File: src/rtl/sc_node_pkg.sv
package sc_node_pkg;
  typedef enum logic {
    NODE_F = 1'b0,
    NODE_G = 1'b1
  } node_op_e;
endpackage

File: src/rtl/sc_node_addsub.sv
// Shared adder/subtractor: the only arithmetic in the node.
module sc_node_addsub #(
  parameter int W = 6
) (
  input  logic signed [W-1:0] a_i,
  input  logic signed [W-1:0] b_i,
  output logic signed [W:0]   sum_o,
  output logic signed [W:0]   diff_o
);
  localparam int EW = W + 1;

  function automatic logic signed [EW-1:0] ext(input logic signed [W-1:0] x);
    return {x[W-1], x};
  endfunction

  assign sum_o  = ext(b_i) + ext(a_i);
  assign diff_o = ext(b_i) - ext(a_i);
endmodule

File: src/rtl/sc_node_minsum.sv
// f update: selection comes from the shared sum/difference sign bits.
module sc_node_minsum #(
  parameter int W = 6
) (
  input  logic signed [W-1:0] a_i,
  input  logic signed [W-1:0] b_i,
  input  logic signed [W:0]   sum_i,
  input  logic signed [W:0]   diff_i,
  output logic                a_smaller_o,
  output logic [W-2:0]        mag_o,
  output logic signed [W-1:0] f_o
);
  localparam int MW = W - 1;

  function automatic logic [MW-1:0] to_mag(input logic signed [W-1:0] x);
    logic [W-1:0] n;
    n = -x;
    return x[W-1] ? n[MW-1:0] : x[MW-1:0];
  endfunction

  function automatic logic signed [W-1:0] to_tc(input logic s, input logic [MW-1:0] m);
    logic [W-1:0] p;
    p = {1'b0, m};
    return s ? -p : p;
  endfunction

  logic sa, sb, same_sign, res_sign;
  assign sa        = a_i[W-1];
  assign sb        = b_i[W-1];
  assign same_sign = (sa == sb);
  assign res_sign  = sa ^ sb;

  // Same signs: (b - a) sign equals sign of a when |a| <= |b|.
  // Opposite signs: (b + a) sign equals sign of b when |a| <= |b|.
  assign a_smaller_o = same_sign ? (diff_i[W] == sa) : (sum_i[W] == sb);
  assign mag_o       = a_smaller_o ? to_mag(a_i) : to_mag(b_i);
  assign f_o         = to_tc(res_sign, mag_o);
endmodule

File: src/rtl/sc_node_gsat.sv
// g update: pick sum or difference and saturate to W bits.
module sc_node_gsat #(
  parameter int W = 6
) (
  input  logic signed [W:0]   sum_i,
  input  logic signed [W:0]   diff_i,
  input  logic                psum_i,
  output logic                sat_hi_o,
  output logic                sat_lo_o,
  output logic signed [W-1:0] g_o
);
  localparam logic signed [W-1:0] MAXV = {1'b0, {(W-1){1'b1}}};
  localparam logic signed [W-1:0] MINV = {1'b1, {(W-1){1'b0}}};

  logic signed [W:0] raw;
  assign raw      = psum_i ? diff_i : sum_i;
  assign sat_hi_o = (raw[W] != raw[W-1]) && !raw[W];
  assign sat_lo_o = (raw[W] != raw[W-1]) &&  raw[W];
  assign g_o      = sat_hi_o ? MAXV : (sat_lo_o ? MINV : raw[W-1:0]);
endmodule

File: src/rtl/sc_node_outreg.sv
module sc_node_outreg #(
  parameter int W = 6
) (
  input  logic                clk,
  input  logic                rst,
  input  logic                vld_i,
  input  logic signed [W-1:0] d_i,
  output logic                vld_o,
  output logic signed [W-1:0] q_o
);
  always_ff @(posedge clk) begin
    if (rst) begin
      vld_o <= 1'b0;
      q_o   <= '0;
    end else begin
      vld_o <= vld_i;
      if (vld_i) q_o <= d_i;
    end
  end
endmodule

File: src/rtl/sc_llr_node.sv
module sc_llr_node
  import sc_node_pkg::*;
#(
  parameter int W = 6
) (
  input  logic                clk,
  input  logic                rst,
  input  logic                in_valid,
  input  logic                op_sel,
  input  logic                psum,
  input  logic signed [W-1:0] llr_a,
  input  logic signed [W-1:0] llr_b,
  output logic                res_valid,
  output logic signed [W-1:0] res_llr
);
  localparam logic signed [W-1:0] MAXV = {1'b0, {(W-1){1'b1}}};
  localparam logic signed [W-1:0] MINV = {1'b1, {(W-1){1'b0}}};

  function automatic logic signed [W-1:0] clamp_low(input logic signed [W-1:0] x);
    return (x == MINV) ? -MAXV : x;
  endfunction

  // Named internal events for the assertions.
  logic signed [W-1:0] a_c, b_c, f_res, g_res, node_res;
  logic signed [W:0]   sum_w, diff_w;
  logic [W-2:0]        f_mag;
  logic                a_smaller, g_sat_hi, g_sat_lo;
  node_op_e            op;

  assign op  = node_op_e'(op_sel);
  assign a_c = clamp_low(llr_a);
  assign b_c = clamp_low(llr_b);

  sc_node_addsub #(.W(W)) u_addsub (
    .a_i(a_c), .b_i(b_c), .sum_o(sum_w), .diff_o(diff_w)
  );

  sc_node_minsum #(.W(W)) u_minsum (
    .a_i(a_c), .b_i(b_c), .sum_i(sum_w), .diff_i(diff_w),
    .a_smaller_o(a_smaller), .mag_o(f_mag), .f_o(f_res)
  );

  sc_node_gsat #(.W(W)) u_gsat (
    .sum_i(sum_w), .diff_i(diff_w), .psum_i(psum),
    .sat_hi_o(g_sat_hi), .sat_lo_o(g_sat_lo), .g_o(g_res)
  );

  assign node_res = (op == NODE_G) ? g_res : f_res;

  sc_node_outreg #(.W(W)) u_outreg (
    .clk(clk), .rst(rst), .vld_i(in_valid), .d_i(node_res),
    .vld_o(res_valid), .q_o(res_llr)
  );

  // the selected magnitude never exceeds either input magnitude
  a_r3_min_mag: assert property (@(posedge clk) disable iff (rst)
    (int'(f_mag) <= (a_c[W-1] ? -int'(a_c) : int'(a_c))) &&
    (int'(f_mag) <= (b_c[W-1] ? -int'(b_c) : int'(b_c))));

  // f result sign follows the XOR of input signs
  a_r4_f_sign: assert property (@(posedge clk) disable iff (rst)
    (in_valid && op == NODE_F && f_mag != '0) |=>
      (res_llr[W-1] == $past(llr_a[W-1] ^ llr_b[W-1])));

  // overflow in g pins the output to the range limits
  a_r5_sat_hi: assert property (@(posedge clk) disable iff (rst)
    (in_valid && op == NODE_G && g_sat_hi) |=> (res_llr == MAXV));
  a_r5_sat_lo: assert property (@(posedge clk) disable iff (rst)
    (in_valid && op == NODE_G && g_sat_lo) |=> (res_llr == MINV));

  // the clamped operands never carry the most negative code
  a_r6_clamp: assert property (@(posedge clk) disable iff (rst)
    (a_c != MINV) && (b_c != MINV));

  // valid is delayed by exactly one clock
  a_r7_valid_on: assert property (@(posedge clk) disable iff (rst)
    in_valid |=> res_valid);
  a_r7_valid_off: assert property (@(posedge clk) disable iff (rst)
    !in_valid |=> !res_valid);

  // result holds while no operation is presented
  a_r8_hold: assert property (@(posedge clk) disable iff (rst)
    !in_valid |=> $stable(res_llr));

  // reset clears the output register
  a_r9_reset: assert property (@(posedge clk)
    rst |=> (!res_valid && res_llr == '0));
endmodule

File: config.mk
export PLATFORM = sky130hd
export DESIGN_NAME = sc_llr_node
export DESIGN_NICKNAME = d
export VERILOG_FILES = /design/src/rtl/sc_node_pkg.sv /design/src/rtl/sc_node_addsub.sv /design/src/rtl/sc_node_minsum.sv /design/src/rtl/sc_node_gsat.sv /design/src/rtl/sc_node_outreg.sv /design/src/rtl/sc_llr_node.sv
export SDC_FILE = /design/constraint.sdc
export NUM_CORES = 1
export LEC_CHECK = 0
export ABC_AREA = 1
export BUFFER_PORTS_ARGS = -buffer_cell sky130_fd_sc_hd__clkbuf_2
export CAP_MARGIN = 20
export CORE_MARGIN = 2
export CORE_UTILIZATION = 55
export DETAILED_ROUTE_END_ITERATION = 7
export PLACE_DENSITY = 0.77
export RECOVER_POWER = 25
export SLEW_MARGIN = 10
export SYNTH_ARGS = -nofsm -noshare
export SYNTH_HDL_FRONTEND = slang
export SYNTH_SLANG_ARGS = --single-unit
File: constraint.sdc
create_clock -name clk -period 2.9 [get_ports clk]
set_clock_uncertainty 0.05 [all_clocks]
set_input_delay 0.29 -clock clk [delete_from_list [all_inputs] [get_ports clk]]
set_output_delay 0.29 -clock clk [all_outputs]
set_load 0.03 [all_outputs]
; ---- After elaboration in Yosys (flattened, before gate mapping)
; Index checks and enable logic that the tools add are counted.
[classes]
add_sub_neg = 5
n_eq_ne = 6
muxes = 11
n_bitwise = 1
n_reduce_logical = 3
[op_table]
columns = op, n
row1 = $mux W6, 6
row2 = $mux W5, 3
row3 = $eq A6 B6 Y1 const B, 2
row4 = $neg A5 Y5, 2
row5 = $add A6 B6 Y7, 1
row6 = $mux W7, 1
row7 = $sub A6 B6 Y7, 1
row8 = $neg A5 Y6, 1
row9 = $eq A1 B1 Y1, 3
row10 = $logic_and A1 B1 Y1, 2
row11 = $logic_not A1 Y1, 1
row12 = $mux W1, 1
row13 = $ne A1 B1 Y1, 1
row14 = $xor A1 B1 Y1, 1
[totals]
regBits = 7
output_inout_bits = 7
elab_cells = 28

; ---- Depth between registers and ports, before layout
; Gate-level depths: netlist (run 1).
[logic_depth]
word_depth = 9
ltp_mapped = 23
ltp_nobuf = 23

; ---- Hierarchy
; From an unflattened synthesis (run 1), not the netlist that was laid out.
[unflattened]
cells_unflattened = 314
area_unflattened_um2 = 1737.9
[by_module_without_submodules]
columns = mod, instances, cells_per_inst, area_each_um2, seq_area_each_um2
row1 = sc_node_addsub, 1, 88, 535.5, 0.0
row2 = sc_node_minsum, 1, 102, 534.3, 0.0
row3 = sc_node_outreg, 1, 41, 275.3, 140.1
row4 = sc_node_gsat, 1, 44, 225.2, 0.0
row5 = sc_llr_node, 1, 39, 167.7, 0.0

; ---- Worst setup path before layout (run 1)
; Ideal clock, no wire load.
[synth_timing]
path_kind = in2reg
start = input llr_b[5]
end = register u_outreg.q_o[5]
setup_time_ps = 119
arrival_ps = 2488
t_required_ps = 2731
slack_ps = 243
stages = 22
path_buffers = 0
path_cell_list = inv_1 -> nor2_1 -> a31oi_4 -> inv_1 -> ha_1 -> fa_1 -> nand2_1 -> nand2_1 -> nand2_1 -> nand2_1 -> nand2_1 -> nand2_1 -> nand2_1 -> nand3_4 -> nand2_8 -> nand2_2 -> nand2_2 -> nand2_4 -> nand2_4 -> nand3_1 -> o21ai_1 -> a21oi_1
[synth_via]
elab_chain_len = 9
[synth_lines]
columns = item, line
row1 = "start, declared", sc_llr_node.sv:12  ; input logic signed [W-1:0] llr_b,
row2 = $eq A6 B6 Y1, sc_llr_node.sv:20  ; return (x == MINV) ? -MAXV : x;
row3 = $mux W6 (*), sc_llr_node.sv:20
row4 = $add A6 B6 Y7 or $sub A6 B6 Y7 (tied branches), "sc_node_addsub.sv:16, sc_node_addsub.sv:17"
row5 = $eq A1 B1 Y1 or $mux W7 (tied branches), "sc_node_minsum.sv:35, sc_node_gsat.sv:16"
row6 = $mux W1 or $ne A1 B1 Y1 (tied branches), "sc_node_minsum.sv:35, sc_node_gsat.sv:17, sc_node_gsat.sv:18"
row7 = $mux W5 or $logic_and A1 B1 Y1 (tied branches), "sc_node_minsum.sv:36, sc_node_gsat.sv:18"
row8 = $neg A5 Y6 or $mux W6 (tied branches), "sc_node_minsum.sv:24, sc_node_gsat.sv:19"
row9 = "$mux W6, on equally long branches", "sc_node_minsum.sv:24, sc_node_gsat.sv:19"
row10 = $mux W6 (*), sc_llr_node.sv:48  ; assign node_res = (op == NODE_G) ? g_res : f_res;
row11 = "end signal, assigned", sc_node_outreg.sv:17  ; if (vld_i) q_o <= d_i;
row12 = "end, declared", sc_node_outreg.sv:9  ; output logic signed [W-1:0] q_o
; Every way passes the cells marked *; elsewhere a longest branch is shown, timed or not.
; A chain may end at the register's enable or synchronous reset.

; ---- Worst setup path in the final report (run 1)
[layout_timing]
start = input llr_b[1]
end = register u_outreg.q_o[4]
; The elaborated chain is that of the path after synthesis.

==> flow_summary_export.csv, run 1 <==
group,metric,value,unit
run_status,status,"finished clean",
hold_path,hp-class,"in -> reg",
critical_path,crit_required,3.04,ns
layout,nets,294,
clock_tree,cts_setup_buffers,0,
critical_path,crit_cells,21,
clock_tree,cts_resized,0,
sta,fmax,382,MHz
logic_synthesis,yosys.area_share.simple,45.6,%
critical_path,path_buf_inv,3,
logic_synthesis,synth-seq-area-share,9.89,%
sta,finalCritPeriodShare,90.3,%
critical_path,crit_family,"simple AND/OR/NAND/NOR gates",
global_routing,grt_first_pass_wirelength,5600,um
power_and_ir_drop,ir_drop,0.000243,V
logic_synthesis,postSynth.asyncResetShare,0,%
critical_path,path_max_fanout,7,
power_and_ir_drop,p_leak,0.908,nW
clock_tree,clock-sinks,7,
logic_synthesis,synth_edf_count,0,
place,port_buffers,23,
logic_synthesis,synth.area.mux_share,0,%
logic_synthesis,synth_area_leader_cell,"nand2_1",
critical_path,arrival,2.76,ns
logic_synthesis,synth_top_family_by_area,"simple AND/OR/NAND/NOR gates",
die,start_util,57.7,%
layout,drive_gt1_share,27.9,%
logic_synthesis,synth_seq_cells,7,
global_routing,grtUsageTotal,25.7,%
die,fp.dieH,54.7,um
place,gp_congestion,0.953,
clock_tree,cts.path.max_buffers,2,
critical_path,end_kind,"flop",
logic_synthesis,synth_cell_types,34,
logic_synthesis,yosysWarnings,0,
layout,n_antenna_cell,0,
routing,via_count,1584,
sta,finalSetupViolations,0,
routing,drtIter0Drc,33,
critical_path,critPathKind,"in -> reg",
critical_path,critPathMostFrequentCell,"nand2_1",
die,core_area,2450,um^2
global_routing,grt.overflow.total,0,
sta,rsz0062_at_grt,"no",
critical_path,startpoint,"llr_b[1]",
routing,ant_nets,0,
critical_path,path_cells,"clkbuf_2 -> inv_1 -> a31oi_4 -> inv_1 -> ha_1 -> fa_1 -> nand2_1 -> nand2_1 -> nand2_1 -> nand2_1 -> nand2_1 -> nand2_1 -> nand2_1 -> nand3_4 -> nand3b_1 -> nand2_2 -> nor2_1 -> nand2_1 -> nand3_1 -> nand3_1 -> a21oi_1",
routing,wl,3590,um
sta,min_period,2.62,ns
sta,whs,0.212,ns
critical_path,cpPeakStageDelay,0.39,ns
logic_synthesis,synth_ff_type,"dfxtp_1",
logic_synthesis,synth_fa_ha_area_share,13.4,%
layout,layout_common_cells,"nand2_1, inv_1, nand3_1, clkbuf_2, nor2_1",
hold_path,hold_start,"rst",
logic_synthesis,avgSynthCellArea,6.21,um^2
global_routing,grt_pass1_vias,1368,
routing,drt_first_pass_iters,5,
logic_synthesis,synth-compound-area-share,17.3,%
clock_tree,clk_latency,0.25,ns
logic_synthesis,synth_area,1420,um^2
critical_path,ff2ff_path_depth,2,
place,dpl.hpwl,3010,um
routing,wl_per_cell,12.3,um
layout,layout.cells.most_common,"nand2_1",
clock_tree,htreeDepth,1,
sta,worst_pin_slew,0.455,ns
global_routing,antenna_found_initial,0,
hold_path,min_path_cells,2,
logic_synthesis,synth-xor-area-share,3.09,%
sta,slew_viol_final,0,
routing,vias_per_cell,5.42,
power_and_ir_drop,power.density,332,nW/um^2
global_routing,grt_max_degree,11,
sta,tns,0,ns
critical_path,r2r-start,"u_outreg.q_o[3]",
layout,multiInputGateArea,1120,um^2
layout,fillers,215,
clock_tree,root_buffer,"clkbuf_4",
job,cap_viol_max_count,0,
die,top_level_ports,24,
clock_tree,cts_tree,"done",
critical_path,critical-path-slowest-cell,"fa_1",
clock_tree,cts_made_buffers,3,
clock_tree,clk_pin_slew,0.05,ns
logic_synthesis,syn_inst,228,
logic_synthesis,syn_nets,259,
critical_path,critPathLaunchType,"input pin",
logic_synthesis,synth_top_area_share,12.5,%
die,placementRows,18,
sta,finalHoldViolations,0,
die,die_area,3000,um^2
layout,regArea,140,um^2
die,die_w,54.7,um
routing,route.detailed.drc,0,
clock_tree,postCtsHoldBufs,0,
logic_synthesis,ys_top_cells_by_area,"nand2_1, ha_1, dfxtp_1",
sta,slew_headroom,69.4,%
layout,syn_to_final_growth,18.4,%
-- final timing paths --
check / endpoint / slack [ns]
setup reg to reg: u_outreg.q_o[3] / 2.19
setup / recovery: u_outreg.q_o[4] / 0.28
hold / removal: u_outreg.q_o[5] / 0.21
hold reg to reg: u_outreg.q_o[1] / 0.42
-- power breakdown --
part	switching, mW	internal (mW)
combinational	0.227	0.131
clock	0.0365	0.0525
sequential	0.00411	0.106
-- stage by stage --
| stage | area, um^2 | setup slack, ns | power (mW) | util (%) | instances |
|---|---|---|---|---|---|
| 6_report | 1680 | 0.280 | 0.557 | 68.3 | 292 |
| 4_1_cts | 1680 | 0.296 | 0.554 | 68.5 | 292 |
| 5_1_grt | 1680 | 0.0614 | 0.604 | 68.3 | 292 |
| 3_3_place_gp | 1650 | 0.0850 | 0.464 | 67.4 | 288 |
| 2_1_floorplan | 1420 | 0.243 | 0.375 | - | 228 |
| 3_5_place_dp | 1650 | 0.0383 | 0.466 | 67.4 | 288 |
-- layer usage --
layer,track usage (%),up-vias,routed length (um)
met5,0,-,0
met4,11.7,0,127
met3,2.73,15,185
met2,45.8,60,1690
met1,30.5,690,1580
li1,-,819,-
-- layout make-up --
class                   instances  share of cell area, %
repair buffers                 39                   13.8
clock buffers                   4                   1.57
inverters                      31                   6.94
multi-input cells             181                   67.1
well taps                      30                   2.24
flip-flops and latches          7                   8.36
-- cells by family after synthesis --
logic type | after synthesis
buffers and inverters | 40
XOR/XNOR | 5
AND/OR/NAND/NOR | 122
AO/OA/AOI/OAI | 40
adder cells (fa/ha/maj) | 14
flip-flops | 7
-- cells in the mapped netlist (2+ instances only) --
cell      instances
nand3_2           2
a21oi_1          15
xor2_1            4
or2_2             2
o21ai_0          12
nand2_2          14
nand4_1           5
o21ai_1           2
nand3_1          21
inv_1            27
nor2_1           19
nand3b_1          2
clkbuf_1          8
nand2_4           5
nand2_1          47
inv_2             3
ha_1             12
nand3_4           2
dfxtp_1           7
a31oi_1           4
fa_1              2
-- registers in the layout, indices dropped and copies added (netlist names) --
name / count
u_outreg.q_o: 6
u_outreg.vld_o: 1
(Power assumes the default switching activity.)
==> run 2, diff against run 1 <==
--- a/config.mk
+++ b/config.mk
@@ -8,8 +8,10 @@
 export ABC_AREA = 1
 export BUFFER_PORTS_ARGS = -buffer_cell sky130_fd_sc_hd__clkbuf_2
 export CAP_MARGIN = 20
+export CORE_ASPECT_RATIO = 1.75
 export CORE_MARGIN = 2
 export CORE_UTILIZATION = 55
+export CTS_BUF_LIST = sky130_fd_sc_hd__clkbuf_4
 export DETAILED_ROUTE_END_ITERATION = 7
 export PLACE_DENSITY = 0.77
 export RECOVER_POWER = 25
==> run 2 against run 1 <==
Combinational power rose by 4%. First-iteration DRC count up 6.1%. Clock power up 17%. Largest power group unchanged. Design area grew 2.2%. Global-route usage grew 1.4 points. Highest routed layer unchanged. Utilization rose by 1.3 points. Hold slack got worse by 0.039 ns. Sequential share of layout area is 0.18 points lower. Die area increased by 0.54%. Clock-buffer cell count did not move. Final cell count did not move.
==> flow_summary_export.csv, run 2 (synthesized netlist as in run 1, its figures left out) <==
group,metric,value,unit
clock_tree,root_buffer,"clkbuf_4",
global_routing,grt_max_degree,10,
place,dpl.hpwl,3250,um
critical_path,path_max_fanout,8,
global_routing,grt_first_pass_wirelength,6360,um
layout,n_antenna_cell,0,
critical_path,critPathKind,"in -> reg",
routing,wl,3780,um
place,placed_cells,288,
global_routing,grtUsageTotal,27.2,%
layout,nets,298,
place,place_area,1680,um^2
clock_tree,clock-sinks,7,
clock_tree,htreeDepth,1,
sta,tns,0,ns
hold_path,hp-class,"in -> reg",
layout,layout_common_cells,"nand2_1, inv_1, nand3_1, clkbuf_2, buf_4",
critical_path,end_kind,"flop",
critical_path,crit_required,3.01,ns
place,place_ws,-0.0185,ns
sta,finalSetupViolations,0,
power_and_ir_drop,p_leak,0.931,nW
die,start_util,57.5,%
die,core_area,2460,um^2
routing,drtIter0Drc,35,
sta,slew_viol_final,0,
sta,finalHoldViolations,0,
layout,fin_util,69.6,%
routing,wl_per_cell,13.0,um
layout,largest_register_ffs,6,
place,port_buffers,23,
sta,setup_ws,0.245,ns
sta,slew_headroom,70.0,%
routing,route.detailed.drc,0,
layout,largestRegisters,"u_outreg.q_o x6, u_outreg.vld_o x1",
die,placementRows,24,
clock_tree,cts_resized,0,
run_status,status,"finished clean",
routing,ant_nets,0,
critical_path,arrival,2.76,ns
power_and_ir_drop,ir_drop,0.000139,V
layout,layout.cells.most_common,"nand2_1",
die,top_level_ports,24,
clock_tree,postCtsHoldBufs,0,
routing,via_count,1607,
layout,fin_area,1710,um^2
layout,syn_to_final_growth,21.0,%
sta,worst_pin_slew,0.445,ns
job,cap_viol_max_count,0,
place,gp_congestion,0.949,
clock_tree,cts_tree,"done",
global_routing,grt.overflow.total,0,
layout,fin_cells,292,
die,die_w,42.4,um
clock_tree,clk_latency,0.27,ns
critical_path,critPathLaunchType,"input pin",
clock_tree,cts.path.max_buffers,2,
power_and_ir_drop,power.density,342,nW/um^2
die,fp.dieH,71.1,um
layout,largest-register,"u_outreg.q_o",
global_routing,antenna_found_initial,0,
clock_tree,cts_made_buffers,3,
sta,rsz0062_at_grt,"no",
sta,fmax,377,MHz
sta,min_period,2.66,ns
die,die_area,3010,um^2
clock_tree,cts_setup_buffers,0,
sta,finalCritPeriodShare,91.6,%
clock_tree,clk_pin_slew,0.05,ns
global_routing,grt_pass1_vias,1568,
layout,drive_gt1_share,30.5,%
routing,vias_per_cell,5.50,
routing,drt_first_pass_iters,4,
[run 2: cell types whose count changed in the layout (fill, tap and decap cells not counted)]
cell / change
buf_4: +4
clkbuf_1: -1
clkbuf_4: +1
fa_1: -1
fa_2: +1
nand2_1: -1
nand2_2: +1
o21ai_1: -1
o21ai_2: +1
[run 2: critical path, stage by stage]
cell and delay, ns:
clkbuf_2 0.09, nor2_1 0.23, a31oi_2 0.15, inv_1 0.12, ha_1 0.19, inv_1 0.08, fa_1 0.40, nand3_2 0.10
nand2_2 0.05, nand2_2 0.06, nand2_1 0.08, nand2_2 0.09, nand3_4 0.14, nand2_8 0.13, nand2_4 0.05, nand2_4 0.08
nand2_4 0.06, nand2_4 0.07, nand3_1 0.09, o21ai_1 0.14, a21oi_1 0.07
[run 2: area by class of cell]
| type | instances | area, um^2 |
|---|---|---|
| Clock buffer | 4 | 30.0 |
| Fill cell | 246 | 748 |
| Inverter | 31 | 116 |
| Multi-Input combinational cell | 181 | 1130 |
| Sequential cell | 7 | 140 |
| Tap cell | 26 | 32.5 |
| Timing Repair Buffer | 43 | 262 |
[run 2: metrics by stage]
stage	total power, mW	hold slack (ns)
after global placement	0.476	0.404
after floorplan	0.375	0.309
after detailed placement	0.480	0.412
after CTS	0.580	0.182
after global routing	0.626	0.193
final	0.586	0.173
[run 2: path summary, 6_finish.rpt]
path	from	endpoint	slack, ns	cells past startpoint
setup / recovery	llr_a[3]	u_outreg.q_o[5]	0.24	21
hold reg to reg	u_outreg.q_o[1]	u_outreg.q_o[1]	0.42	2
setup reg to reg	u_outreg.q_o[3]	u_outreg.q_o[3]	2.19	2
hold / removal	rst	u_outreg.q_o[5]	0.17	2
[run 2: per-layer routing]
layer	vias up	global-route usage (%)	part of all wire, %
met5	-	0	0
met4	0	16.0	5.0
met3	20	3.06	3.2
met2	42	54.5	55
met1	717	24.3	36
li1	828	-	-
[run 2: where the power goes]
part | leakage (nW) | switching, mW | total [mW] | internal, mW
registers | 0.0581 | 0.00410 | 0.110 | 0.106
logic | 0.854 | 0.232 | 0.372 | 0.141
clock network | 0.0184 | 0.0417 | 0.104 | 0.0622
total | 0.931 | 0.277 | 0.586 | 0.309
